File: config.mk
export PLATFORM = sky130hd
export DESIGN_NAME = status_flag_unit
export DESIGN_NICKNAME = d
export VERILOG_FILES = /design/src/rtl/sfu_pkg.sv /design/src/rtl/sfu_width_mask.sv /design/src/rtl/sfu_arith.sv /design/src/rtl/sfu_flag_reg.sv /design/src/rtl/status_flag_unit.sv
export SDC_FILE = /design/constraint.sdc
export NUM_CORES = 1
export LEC_CHECK = 0
export ABC_AREA = 0
export BUFFER_PORTS_ARGS = -buffer_cell sky130_fd_sc_hd__buf_4
export CAP_MARGIN = 20
export CORE_ASPECT_RATIO = 1.25
export CORE_MARGIN = 2
export CORE_UTILIZATION = 65
export CTS_BUF_LIST = sky130_fd_sc_hd__clkbuf_8
export CTS_CLUSTER_DIAMETER = 150
export DETAILED_ROUTE_END_ITERATION = 10
export HOLD_SLACK_MARGIN = 0.12
export PLACE_DENSITY = 0.87
export SYNTH_ARGS = -nofsm -noshare
export SYNTH_HDL_FRONTEND = slang
export SYNTH_HIERARCHICAL = 1
export SYNTH_SLANG_ARGS = --single-unit
File: constraint.sdc
create_clock -name clk -period 9.1 [get_ports clk]
set_input_delay 2.275 -clock clk [delete_from_list [all_inputs] [get_ports clk]]
set_output_delay 2.275 -clock clk [all_outputs]
set_load 0.02 [all_outputs]
File: src/rtl/sfu_pkg.sv
package sfu_pkg;
  localparam int FLAG_N     = 9;
  localparam int FLAG_SEL_W = $clog2(FLAG_N + 1);

  localparam int F_CF = 0;
  localparam int F_PF = 1;
  localparam int F_AF = 2;
  localparam int F_ZF = 3;
  localparam int F_SF = 4;
  localparam int F_OF = 5;
  localparam int F_TF = 6;
  localparam int F_IF = 7;
  localparam int F_DF = 8;

  typedef enum logic [1:0] {
    OP_ADD = 2'b00,
    OP_SUB = 2'b01,
    OP_AND = 2'b10,
    OP_OR  = 2'b11
  } op_e;

  typedef enum logic [1:0] {
    CMD_NONE = 2'b00,
    CMD_SET  = 2'b01,
    CMD_CLR  = 2'b10,
    CMD_RSV  = 2'b11
  } cmd_e;

  typedef struct packed {
    logic of;
    logic sf;
    logic zf;
    logic af;
    logic pf;
    logic cf;
  } stat_t;
endpackage

File: src/rtl/sfu_width_mask.sv
module sfu_width_mask #(
  parameter int DATA_W = 32
) (
  input  logic [1:0]        width_sel,
  output logic [DATA_W-1:0] mask,
  output logic [DATA_W-1:0] top_bit
);
  localparam int LANES = 3;

  logic [DATA_W-1:0] lane_mask [LANES];
  logic [DATA_W-1:0] lane_top  [LANES];

  // lane i covers DATA_W / 2^(LANES-1-i) bits: quarter, half, full
  for (genvar i = 0; i < LANES; i++) begin : g_lane
    localparam int LW = DATA_W >> (LANES - 1 - i);
    always_comb begin
      for (int b = 0; b < DATA_W; b++) begin
        lane_mask[i][b] = (b < LW);
        lane_top[i][b]  = (b == LW - 1);
      end
    end
  end

  always_comb begin
    unique case (width_sel)
      2'b00:   begin mask = lane_mask[0]; top_bit = lane_top[0]; end
      2'b01:   begin mask = lane_mask[1]; top_bit = lane_top[1]; end
      default: begin mask = lane_mask[2]; top_bit = lane_top[2]; end
    endcase
  end
endmodule

File: src/rtl/sfu_arith.sv
module sfu_arith
  import sfu_pkg::*;
#(
  parameter int DATA_W = 32
) (
  input  logic [DATA_W-1:0] a,
  input  logic [DATA_W-1:0] b,
  input  logic              cin,
  input  op_e               op,
  input  logic [DATA_W-1:0] mask,
  input  logic [DATA_W-1:0] top_bit,
  output logic [DATA_W-1:0] result,
  output logic              is_arith,
  output stat_t             stat
);
  localparam int WIDE_W = DATA_W + 1;

  logic [WIDE_W-1:0] wide;
  logic [WIDE_W-1:0] carry_pos;
  logic              a_top, b_top, r_top;

  assign is_arith  = (op == OP_ADD) || (op == OP_SUB);
  assign carry_pos = {top_bit, 1'b0};

  always_comb begin
    unique case (op)
      OP_ADD:  wide = {1'b0, a} + {1'b0, b} + WIDE_W'(cin);
      OP_SUB:  wide = {1'b0, a} - {1'b0, b} - WIDE_W'(cin);
      OP_AND:  wide = {1'b0, a & b};
      default: wide = {1'b0, a | b};
    endcase
  end

  assign result = wide[DATA_W-1:0] & mask;
  assign a_top  = |(a & top_bit);
  assign b_top  = |(b & top_bit);
  assign r_top  = |(result & top_bit);

  always_comb begin
    stat.cf = is_arith & (|(wide & carry_pos));
    stat.af = is_arith & (a[4] ^ b[4] ^ result[4]);
    unique case (op)
      OP_ADD:  stat.of = (a_top == b_top) && (r_top != a_top);
      OP_SUB:  stat.of = (a_top != b_top) && (r_top != a_top);
      default: stat.of = 1'b0;
    endcase
    stat.zf = (result == '0);
    stat.sf = r_top;
    stat.pf = ~^result[7:0];
  end
endmodule

File: src/rtl/sfu_flag_reg.sv
module sfu_flag_reg
  import sfu_pkg::*;
(
  input  logic                  clk,
  input  logic                  rst,
  input  logic                  upd,
  input  logic                  is_arith,
  input  stat_t                 stat,
  input  logic [1:0]            bit_cmd,
  input  logic [FLAG_SEL_W-1:0] bit_sel,
  output logic [FLAG_N-1:0]     flags_q
);
  logic [FLAG_N-1:0] base;
  logic [FLAG_N-1:0] nxt;

  always_comb begin
    base = flags_q;
    if (upd) begin
      base[F_ZF] = stat.zf;
      base[F_SF] = stat.sf;
      base[F_PF] = stat.pf;
      if (is_arith) begin
        base[F_CF] = stat.cf;
        base[F_AF] = stat.af;
        base[F_OF] = stat.of;
      end
    end
  end

  for (genvar i = 0; i < FLAG_N; i++) begin : g_bit
    logic hit;
    assign hit = (bit_sel == FLAG_SEL_W'(i));
    always_comb begin
      if (hit && (bit_cmd == CMD_SET))      nxt[i] = 1'b1;
      else if (hit && (bit_cmd == CMD_CLR)) nxt[i] = 1'b0;
      else                                  nxt[i] = base[i];
    end
  end

  always_ff @(posedge clk) begin
    if (rst) flags_q <= '0;
    else     flags_q <= nxt;
  end
endmodule

File: src/rtl/status_flag_unit.sv
module status_flag_unit
  import sfu_pkg::*;
#(
  parameter int DATA_W = 32
) (
  input  logic                  clk,
  input  logic                  rst,
  input  logic                  op_valid,
  input  logic [1:0]            op_code,
  input  logic [1:0]            width_sel,
  input  logic [DATA_W-1:0]     operand_a,
  input  logic [DATA_W-1:0]     operand_b,
  input  logic                  carry_in,
  input  logic [1:0]            bit_cmd,
  input  logic [FLAG_SEL_W-1:0] bit_sel,
  output logic [DATA_W-1:0]     result_q,
  output logic [FLAG_N-1:0]     flags_q
);
  logic [DATA_W-1:0] mask, top_bit;
  logic [DATA_W-1:0] a_m, b_m, result;
  logic              is_arith;
  stat_t             stat;

  sfu_width_mask #(.DATA_W(DATA_W)) u_mask (
    .width_sel (width_sel),
    .mask      (mask),
    .top_bit   (top_bit)
  );

  assign a_m = operand_a & mask;
  assign b_m = operand_b & mask;

  sfu_arith #(.DATA_W(DATA_W)) u_arith (
    .a        (a_m),
    .b        (b_m),
    .cin      (carry_in),
    .op       (op_e'(op_code)),
    .mask     (mask),
    .top_bit  (top_bit),
    .result   (result),
    .is_arith (is_arith),
    .stat     (stat)
  );

  sfu_flag_reg u_flags (
    .clk      (clk),
    .rst      (rst),
    .upd      (op_valid),
    .is_arith (is_arith),
    .stat     (stat),
    .bit_cmd  (bit_cmd),
    .bit_sel  (bit_sel),
    .flags_q  (flags_q)
  );

  always_ff @(posedge clk) begin
    if (rst)           result_q <= '0;
    else if (op_valid) result_q <= result;
  end
endmodule

==> qor.csv <==
stage;metric;value;unit
synthesis;sequential element share of the synthesized area;7.85;%
timing;Period Utilization, post-route;86.7;%
flow_run;Max Cap Viol;0;
place;Placed Area;10900;sq um
setup_path;r2r setup slk;8.28;ns
grt;total gr overflow;0;
worst_hold_path;Hold Crit Endpoint;result_q[0]$_SDFFE_PP0P_;
finish;layout cells sized above 1;11.2;%
setup_path;slowest stage cell, crit path;or2_1;
clock_tree;H-tree depth;2;
setup_path;WP data required;9.35;ns
synthesis;Ys Warns;6;
synthesis;top_reg_cell synth;dfxtp_1;
power;Max VDD drop;0.000131;V
synthesis;top post-synthesis cells by count;nand2_1, ha_1, inv_1, nor2_1, a21oi_1;
finish;ANT cells;0;
finish;Layout area overhead;5.54;%
die;Rows;51;
place;IO Port Bufs;118;
grt;initial antenna violation count;0;
synthesis;top-count cell post-synth;nand2_1;
timing;Final Max Tran Viols;0;
route;Final ANT Viol Nets;0;
synthesis;largest cells by area after synthesis;ha_1, dfxtp_1, buf_4;
grt;largest net degree at the start of global routing;70;
clock_tree;clk_lat worst skew;0.31;ns
grt;first-pass GRT wire length;63000;microns
setup_path;WS Path Type;primary input to flop;
timing;final setup skew;0;ns
setup_path;launch point of the worst reg-to-reg path;u_flags/flags_q[4]$_SDFFE_PP0P_;
finish;final net count;1720;
route;routed len/inst;24.2;microns
clock_tree;Worst-path clk slew;0.09;ns
worst_hold_path;worst min path class;flop to flop;
timing;Achievable Freq;127;MHz
grt;vias in the first global route;11300;
route;Post-Route WL;41600;microns
die;die area;17100;sq um
synthesis;Synth Register Bits;41;
setup_path;CP Capture Type;flop;
worst_hold_path;Min-Delay Path Depth;2;
die;I/O pins;119;
die;Core Footprint;15700;sq um
die;Die Ht;146;microns
timing;Hold Fails Final Rpt;0;
timing;Worst Tran Pin Value;0.876;ns
synthesis;Post-Synthesis Cell Area;10500;sq um
setup_path;worst-path fanout max;69;
setup_path;Startpoint Class;primary input;
timing;Tmin final;7.89;ns
clock_tree;CTS buffer count;5;
route;via count;11900;
synthesis;post-synthesis async set-or-reset flop share;0;%
clock_tree;setup bufs post-CTS;0;
finish;Core Util, Final;70.3;%
outcome;status;finished, final reports clean;
place;Post-DP HPWL;33000;microns
timing;final setup violation count;0;
clock_tree;clk buf depth;2;
clock_tree;TritonCTS clock tree;built;
clock_tree;Post-CTS Resized;0;
route;Pre-antenna DRT Iters;7;
synthesis;number of flops mapped to enable cells by yosys;0;
clock_tree;clock root cell;clkbuf_8;
route;DRC;0;
route;initial drt markers;1758;
synthesis;Yosys top cell area share;15.5;%
worst_hold_path;Worst Hold Launch;result_q[0]$_SDFFE_PP0P_;
setup_path;reg2reg end;u_flags/flags_q[4]$_SDFFE_PP0P_;
synthesis;Post-Syn Instances;1473;
timing;final setup TNS;0;ns
clock_tree;cts hold-fix bufs;0;
synthesis;post-synth cell types;106;
setup_path;critical path arrival;8.14;ns
timing;worst hold margin;0.502;ns
die;Initial Utilization;66.6;%
die;Die Wd;117;microns
timing;RSZ-0062 raised after global routing;false;
power;Pwr per Cell Area;110;nW/um^2
route;Avg Vias per Cell;6.93;
setup_path;CP cell instances;buf_4 > or2_1 > and2_1 > inv_1 > ha_1 > ha_1 > a21oi_1 > o21ai_0 > a211oi_1 > xnor2_1 > a221oi_2 > nor2b_1 > or4_1 > or4_1 > nor4_1 > nand2b_1 > o221ai_1 > a21oi_1;
grt;GRT Util Overall;46.5;%
setup_path;Worst R2R Path Depth;2;
power;Leakage;4.88;nW
synthesis;Syn Area/Cell;7.10;sq um
setup_path;Crit path largest cell delay;0.74;ns
place;GPL Wtd Cong;1.07;
timing;relative slew slack;41.5;%
finish;Non-Filler Cell Area, Final;11000;sq um
clock_tree;clock sinks;41;
synthesis;Synth area leader;ha_1;
power breakdown:
| group | switching (mW) | internal, mW | leakage, nW |
|---|---|---|---|
| clock network | 0.0715 | 0.110 | 0.0687 |
| registers | 0.00832 | 0.192 | 0.335 |
| logic | 0.539 | 0.296 | 4.48 |
registers in the layout, summed over array words and instances, names as in the netlist:
| signal | flops |
|---|---|
| u_flags/flags_q | 9 |
| result_q | 32 |
kinds of logic after synthesis:
logic type,count (synthesis),synth area share (%)
compound gates,428,28.8
xor+xnor,35,2.93
fa+ha+maj,134,16.3
buf+inv,257,13.0
flops,41,7.85
mux,55,5.54
other cells,2,0.0718
simple gates,521,25.5
layer usage:
layer / vias to the layer above / share of wire, % / wire length, microns / global-route usage [%]
li1: 5306 / - / - / -
met1: 5454 / 37 / 15500 / 58.5
met2: 941 / 43 / 17900 / 73.2
met3: 221 / 12 / 5140 / 8.78
met4: 0 / 7.3 / 3060 / 29.1
met5: - / 0 / 0 / 0
metrics by stage:
stage	instances	power (mW)	setup WS, ns
detailed placement	1713	0.978	1.16
global route	1721	1.27	0.958
floorplan	1508	0.781	2.51
global placement	1713	0.967	1.31
finish	1721	1.22	1.21
CTS	1721	1.16	1.45
cell type report:
cell class	count	area (sq um)
Sequential cell	41	821
Fill cell	1387	4660
Multi-Input combinational cell	1210	8420
Clock inverter	3	68.8
Inverter	127	477
Tap cell	212	265
Timing Repair Buffer	123	923
Clock buffer	5	68.8
worst max path at each step:
stage / from / to / slack, ns
2_1_floorplan: width_sel[1] / u_flags/flags_q[3]$_SDFFE_PP0P_ / 2.51
3_3_place_gp: width_sel[1] / u_flags/flags_q[3]$_SDFFE_PP0P_ / 1.31
3_5_place_dp: width_sel[1] / u_flags/flags_q[3]$_SDFFE_PP0P_ / 1.16
4_1_cts: width_sel[1] / u_flags/flags_q[3]$_SDFFE_PP0P_ / 1.45
5_1_grt: width_sel[1] / u_flags/flags_q[3]$_SDFFE_PP0P_ / 0.96
6_report: width_sel[1] / u_flags/flags_q[3]$_SDFFE_PP0P_ / 1.21
cells in the final DEF (no fill, tap or decap), types with 11 or more instances in the layout:
| cell | instances |
|---|---|
| buf_4 | 123 |
| nand4_1 | 30 |
| nor2_1 | 119 |
| or3_1 | 11 |
| a221oi_1 | 13 |
| o21ai_0 | 68 |
| a31oi_1 | 13 |
| nand2_1 | 133 |
| a21o_1 | 17 |
| a211oi_1 | 28 |
| nand3_1 | 37 |
| mux2i_1 | 50 |
| nor3_1 | 21 |
| and2_1 | 79 |
| o211ai_1 | 20 |
| nor2b_1 | 18 |
| o21a_1 | 12 |
| conb_1 | 37 |
| a21oi_1 | 97 |
| a22oi_1 | 23 |
| xor2_1 | 11 |
| inv_1 | 126 |
| dfxtp_1 | 41 |
| xnor2_1 | 24 |
| nand2b_1 | 12 |
| ha_1 | 130 |
worst max-delay path: cells and delay by family:
family	cells	cell delay [ns]
AND/OR/NAND/NOR	7	2.64
buffers and inverters	2	0.50
XOR/XNOR	1	0.18
adder cells (fa/ha/maj)	2	0.91
AO/OA/AOI/OAI	6	1.60
No activity file was read; power rests on OpenSTA's default activity.
